[config.mk]
export PLATFORM = sky130hd
export DESIGN_NAME = wg_batch_dist
export DESIGN_NICKNAME = d
export VERILOG_FILES = /design/src/rtl/wgd_pkg.sv /design/src/rtl/wgd_datapath.sv /design/src/rtl/wgd_control.sv /design/src/rtl/wg_batch_dist.sv
export SDC_FILE = /design/constraint.sdc
export NUM_CORES = 1
export LEC_CHECK = 0
export BUFFER_PORTS_ARGS = -buffer_cell sky130_fd_sc_hd__buf_2
export CAP_MARGIN = 20
export CORE_ASPECT_RATIO = 1.25
export CORE_UTILIZATION = 55
export CTS_BUF_LIST = sky130_fd_sc_hd__clkbuf_8 sky130_fd_sc_hd__clkbuf_16
export CTS_CLUSTER_SIZE = 12
export DETAILED_ROUTE_END_ITERATION = 8
export GPL_ROUTABILITY_DRIVEN = 0
export HOLD_SLACK_MARGIN = 0.12
export PLACE_DENSITY = 0.95
export SLEW_MARGIN = 40
export SYNTH_ARGS = -nofsm -noshare
export SYNTH_HDL_FRONTEND = slang
export SYNTH_SLANG_ARGS = --single-unit
[constraint.sdc]
create_clock -name clk -period 17.6 [get_ports clk]
set_input_delay 3.52 -clock clk [delete_from_list [all_inputs] [get_ports clk]]
set_output_delay 3.52 -clock clk [all_outputs]
set_load 0.02 [all_outputs]
[src/rtl/wgd_pkg.sv]
package wgd_pkg;

  // Strobes from the control FSM to the datapath registers
  typedef struct packed {
    logic load;     // capture job parameters and rewind index/core
    logic advance;  // current batch was accepted, step index and core
  } wgdStrobe_t;

  typedef enum logic [1:0] {
    ST_IDLE  = 2'd0,
    ST_ISSUE = 2'd1,
    ST_DONE  = 2'd2
  } wgdState_t;

endpackage

[src/rtl/wgd_datapath.sv]
module wgd_datapath
  import wgd_pkg::*;
#(
  parameter int NUM_CORES = 4,
  parameter int IDX_W     = 16,
  localparam int SEL_W    = (NUM_CORES > 1) ? $clog2(NUM_CORES) : 1
) (
  input  logic             clk,
  input  logic             rstN,
  input  wgdStrobe_t       strobe,
  input  logic [IDX_W-1:0] totalIn,
  input  logic [IDX_W-1:0] sizeIn,
  output logic [IDX_W-1:0] curStart,
  output logic [IDX_W-1:0] curCount,
  output logic [SEL_W-1:0] coreSel,
  output logic             lastBatch,
  output logic             zeroTotal
);

  localparam logic [SEL_W-1:0] LAST_SEL = SEL_W'(NUM_CORES - 1);

  logic [IDX_W-1:0] totalReg;
  logic [IDX_W-1:0] sizeReg;
  logic [IDX_W-1:0] nextIdx;
  logic [IDX_W-1:0] remaining;
  logic [IDX_W-1:0] effSize;
  logic [SEL_W-1:0] selNext;

  // size 0 is promoted to 1 at capture
  always_comb effSize = (sizeIn == '0) ? IDX_W'(1) : sizeIn;

  always_comb begin
    remaining = totalReg - nextIdx;
    lastBatch = (remaining <= sizeReg);
    curCount  = lastBatch ? remaining : sizeReg;
    curStart  = nextIdx;
  end

  always_comb zeroTotal = (totalIn == '0);

  // wrap the rotation pointer at the core count
  always_comb selNext = (coreSel == LAST_SEL) ? '0 : coreSel + SEL_W'(1);

  always_ff @(posedge clk) begin
    if (!rstN) begin
      totalReg <= '0;
      sizeReg  <= IDX_W'(1);
      nextIdx  <= '0;
      coreSel  <= '0;
    end else if (strobe.load) begin
      totalReg <= totalIn;
      sizeReg  <= effSize;
      nextIdx  <= '0;
      coreSel  <= '0;
    end else if (strobe.advance) begin
      nextIdx  <= nextIdx + curCount;
      coreSel  <= selNext;
    end
  end

endmodule

[src/rtl/wgd_control.sv]
module wgd_control
  import wgd_pkg::*;
(
  input  logic       clk,
  input  logic       rstN,
  input  logic       start,
  input  logic       zeroTotal,
  input  logic       fire,
  input  logic       lastBatch,
  output wgdStrobe_t strobe,
  output logic       busy,
  output logic       done
);

  wgdState_t state;
  wgdState_t stateNext;

  always_comb begin
    stateNext      = state;
    strobe.load    = 1'b0;
    strobe.advance = 1'b0;
    unique case (state)
      ST_IDLE, ST_DONE: begin
        if (start) begin
          strobe.load = 1'b1;
          stateNext   = zeroTotal ? ST_DONE : ST_ISSUE;
        end
      end
      ST_ISSUE: begin
        // start is ignored here on purpose
        if (fire) begin
          strobe.advance = 1'b1;
          if (lastBatch) stateNext = ST_DONE;
        end
      end
      default: stateNext = ST_IDLE;
    endcase
  end

  always_ff @(posedge clk) begin
    if (!rstN) state <= ST_IDLE;
    else       state <= stateNext;
  end

  always_comb begin
    busy = (state == ST_ISSUE);
    done = (state == ST_DONE);
  end

endmodule

[src/rtl/wg_batch_dist.sv]
module wg_batch_dist
  import wgd_pkg::*;
#(
  parameter int NUM_CORES = 4,
  parameter int IDX_W     = 16
) (
  input  logic                       clk,
  input  logic                       rstN,
  input  logic                       start,
  input  logic [IDX_W-1:0]           totalCount,
  input  logic [IDX_W-1:0]           batchSize,
  output logic                       busy,
  output logic                       done,
  input  logic [NUM_CORES-1:0]       coreReady,
  output logic [NUM_CORES-1:0]       coreValid,
  output logic [NUM_CORES*IDX_W-1:0] coreStart,
  output logic [NUM_CORES*IDX_W-1:0] coreCount
);

  localparam int SEL_W = (NUM_CORES > 1) ? $clog2(NUM_CORES) : 1;

  wgdStrobe_t       strobe;
  logic [IDX_W-1:0] curStart;
  logic [IDX_W-1:0] curCount;
  logic [SEL_W-1:0] coreSel;
  logic             lastBatch;
  logic             zeroTotal;
  logic             fire;

  wgd_control uCtrl (
    .clk      (clk),
    .rstN     (rstN),
    .start    (start),
    .zeroTotal(zeroTotal),
    .fire     (fire),
    .lastBatch(lastBatch),
    .strobe   (strobe),
    .busy     (busy),
    .done     (done)
  );

  wgd_datapath #(
    .NUM_CORES(NUM_CORES),
    .IDX_W    (IDX_W)
  ) uData (
    .clk      (clk),
    .rstN     (rstN),
    .strobe   (strobe),
    .totalIn  (totalCount),
    .sizeIn   (batchSize),
    .curStart (curStart),
    .curCount (curCount),
    .coreSel  (coreSel),
    .lastBatch(lastBatch),
    .zeroTotal(zeroTotal)
  );

  // per-core port fan-out
  for (genvar i = 0; i < NUM_CORES; i++) begin : gCore
    assign coreValid[i]                  = busy && (coreSel == SEL_W'(i));
    assign coreStart[i*IDX_W +: IDX_W]   = curStart;
    assign coreCount[i*IDX_W +: IDX_W]   = curCount;
  end

  assign fire = |(coreValid & coreReady);

endmodule

==> impl_summary.txt <==
----------------------------------------------------
[Floorplanning]
  Number of placement rows ... 37
  Area enclosed by the die boundary ... 8790 µm²
  Total I/O pin count ... 173
  Die span in y ... 105 µm
  Width of the die ... 84.0 µm
  Core footprint ... 8190 µm²
  Initial Utilization ... 56.5%

[Layout]
  Area Overhead vs Synth ... 7.00%
  Ant diodes ... 0
  Area taken by multi-input logic gates ... 2670 µm²
  Sequential cell area ... 1040 µm²
  Final net count ... 741
  Fillers ... 681
  Share of layout cells above drive strength 1 ... 31.6%

[Timing]
  Achievable frequency ... 111 MHz
  Worst Hold Margin ... 492 ps
  Relative max-transition margin ... 48.8%
  Final Critical Period ... 8990 ps
  Number of max-slew violations in the final report ... 0
  Post-route clock skew ... 3.11 ps
  Portion of the clock cycle consumed by the worst path in the final layout ... 51.1%
  RSZ-0062 raised after global routing ... no
  Final setup TNS ... 0 ps
  Number of endpoints with negative hold slack in the final report ... 0
  Slew at the pin closest to its max-slew limit ... 768 ps
  Number of failing setup endpoints in the final timing report ... 0

[Pwr]
  Areal power density over the cells ... 138 nW/µm²
  Worst IR drop on VDD ... 72.2 µV
  Static leakage power ... 2.53 nW

[Setup path]
  Startpoint of the worst-slack reg-to-reg timing path ... uData.curStart[0]
  Category of the critical setup timing path ... register to output pin
  CP Cell Sequence ... ha_1, fa_1, nor2b_1, o21ai_0, a21boi_1, o211ai_1, a21oi_1, nor3_1, nor3b_1, nor2_1, ha_1, nand4_1, nor4_1, inv_1, o221ai_1, nand2_1, o21ai_0, buf_2
  Path depth of the worst reg2reg path ... 27
  Crit path to ... coreCount[11]
  Worst R2R Setup Slack ... 10,250 ps
  Critical path's slowest cell ... sky130_fd_sc_hd__o21ai_0
  Kind of launch point of the worst setup path ... register
  Endpoint of the worst-slack reg-to-reg timing path ... uData.curStart[14]
  Critical Path Sink Type ... output pin
  Critical Path Max Stage Delay ... 720 ps
  Arrival time at the worst endpoint ... 5470 ps
  Required time worst endpoint ... 14,080 ps
  Highest fanout seen on the critical path ... 16
  CP Launch Point ... uData.curStart[0]

[Yosys]
  Cells taking the most area after synthesis ... sky130_fd_sc_hd__dfxtp_1 22%, sky130_fd_sc_hd__buf_4 16%, sky130_fd_sc_hd__ha_1 14%
  Fraction of the yosys area taken by sequential cells ... 22.5%
  Post-synthesis net count ... 669
  Syn Std Cell Area ... 4630 µm²
  Synth Warn # ... 0
  Mean cell area of the mapped netlist ... 8.01 µm²
  Most used flip-flop cell after synthesis ... sky130_fd_sc_hd__dfxtp_1
  Yosys reg bits ... 52
  Leading post-synthesis cells by instance count ... 96 x sky130_fd_sc_hd__buf_4, 66 x sky130_fd_sc_hd__nand2_1, 52 x sky130_fd_sc_hd__dfxtp_1
  Most frequent cell after synthesis ... sky130_fd_sc_hd__buf_4
  Number of flops mapped to enable cells by yosys ... 0
  Count of mapped cells out of synthesis ... 578
  Async set-or-reset flop fraction in the synthesized netlist ... 0%
  Yosys cell types ... 59
  Dominant cell type by area after synthesis ... sky130_fd_sc_hd__dfxtp_1
  Proportion of netlist area held by the largest area contributor ... 22.5%

[Clock tree]
  Hold_buf cts ... 0
  Reg clk slew, reported paths ... 90 ps
  Level count of the clock H-tree ... 2
  Number of buffers added for setup after CTS ... 0
  Clock sinks ... 52
  Total clock buffers created by CTS ... 5
  Clock latency on the worst-skew pair ... 320 ps
  TritonCTS clock tree ... done
  Number of buffers on the longest clock path ... 2
  Clock root buffer ... sky130_fd_sc_hd__clkbuf_8
  Post-cts repair resize count ... 0

[Detailed routing]
  DRT Wirelength ... 12,200 µm
  Total via count after detailed routing ... 4,365
  Number of routed nets with antenna violations ... 0
  Post-route DRC ... 14
  Routed len/inst ... 16.4 µm
  Via/cell ratio ... 5.84
  Length of the first detailed-routing pass in iterations ... 7
  First DRT Iteration DRCs ... 295

[Place]
  HPWL after detailed placement ... 9540 µm
  Count of buffers from port buffering ... 172

[Hold path]
  Path category of the worst min-delay check ... register to register

[GRT]
  Number of antenna violations at the first check in global routing ... 0
  Largest net degree at the start of global routing ... 33
  Wire length of the first global-routing pass ... 19,300 µm
  All-Layer GR Usage ... 27.3%
  Number of global-route vias before repair ... 4,141
  Final global-route overflow total ... 0

[Job]
  Max-capacitance violation count ... 0

[Outcome]
  Violated checks ... design-rule violations
  Result of the run ... finished, violations left

----------------------------------------------------
logic make-up (layout without fill, tap and decap cells):
family	Yosys count	count (layout)	synth area share, %
simple gates	157	157	16.6
buf+inv	151	224	20.1
compound gates	137	137	20.5
fa+ha+maj	52	52	14.4
flops	52	52	22.5
xor+xnor	20	20	3.79
mux	9	9	2.14
worst max-delay path, delay by kind of cell (launching register included):
family	cells	cell delay (ps)
AOI/OAI and AO/OA	6	1900
adders and majority gates	3	1000
buffers and inverters	2	390
DFF	1	380
and+or+nand+nor	7	1500
flip-flops by register name, summed over array words and instances (netlist names):
name / count
uCtrl.state: 2
uData.curStart: 16
uData.totalReg: 16
uData.coreSel: 2
uData.sizeReg: 16
where the power goes:
part	leakage, nW	internal [mW]	switching, mW
combinational	2.06	0.165	0.316
sequential	0.425	0.126	0.00757
clock	0.0538	0.0311	0.0408
metal layers:
metal / track usage, % / up-vias / wire length, µm
met5: 0 / - / 0
met4: 14.2 / 0 / 469
met3: 4.11 / 45 / 910
met2: 47.7 / 243 / 6060
met1: 32.0 / 2011 / 4810
li1: - / 2066 / -
worst min path at each step:
stage / from / slack, ps / to / cells after the start
floorplan: uData.totalReg[10] / 450 / uData.totalReg[10] / 1
global placement: uData.totalReg[4] / 460 / uData.totalReg[4] / 1
detailed placement: uData.totalReg[5] / 460 / uData.totalReg[5] / 1
CTS: uData.sizeReg[0] / 490 / uData.sizeReg[0] / 2
global route: uData.totalReg[13] / 510 / uData.totalReg[13] / 1
finish: uData.sizeReg[0] / 490 / uData.sizeReg[0] / 2
layout make-up:
class	instances	area share (%)
inverters	42	3.18
repair buffers	174	17.7
well taps	97	2.45
clock buffers	6	1.67
clock inverters	2	0.152
multi-input cells	375	53.8
flip-flops and latches	52	21.0
per-stage QoR:
stage	area [µm²]	setup WS (ps)	utilization, %	cells	power [mW]
global route	4950	8360	60.4	748	0.726
detailed placement	4860	9230	59.3	740	0.610
CTS	4950	8790	60.4	748	0.682
global placement	4860	9540	59.3	740	0.595
floorplan	4630	9420	-	578	0.560
finish	4950	8610	60.4	748	0.686
cell usage in the layout, fill, tap and decap left out, types with 4 or more instances in the layout:
master / count
sky130_fd_sc_hd__clkbuf_8: 6
sky130_fd_sc_hd__o21ai_0: 30
sky130_fd_sc_hd__nand3_1: 10
sky130_fd_sc_hd__xor2_1: 6
sky130_fd_sc_hd__buf_2: 172
sky130_fd_sc_hd__mux2_2: 7
sky130_fd_sc_hd__a211oi_1: 4
sky130_fd_sc_hd__a22o_1: 15
sky130_fd_sc_hd__dfxtp_1: 52
sky130_fd_sc_hd__o31ai_1: 5
sky130_fd_sc_hd__nor4_1: 11
sky130_fd_sc_hd__nor2_1: 20
sky130_fd_sc_hd__ha_1: 50
sky130_fd_sc_hd__nand4_1: 4
sky130_fd_sc_hd__o21a_1: 6
sky130_fd_sc_hd__inv_1: 44
sky130_fd_sc_hd__nor3_1: 9
sky130_fd_sc_hd__nor2b_1: 4
sky130_fd_sc_hd__a21o_1: 8
sky130_fd_sc_hd__and2_1: 6
sky130_fd_sc_hd__xnor2_1: 14
sky130_fd_sc_hd__nand2_1: 66
sky130_fd_sc_hd__a21oi_1: 44
sky130_fd_sc_hd__or3_1: 9
sky130_fd_sc_hd__or2_2: 4
Power figures use the tool's default switching activity.
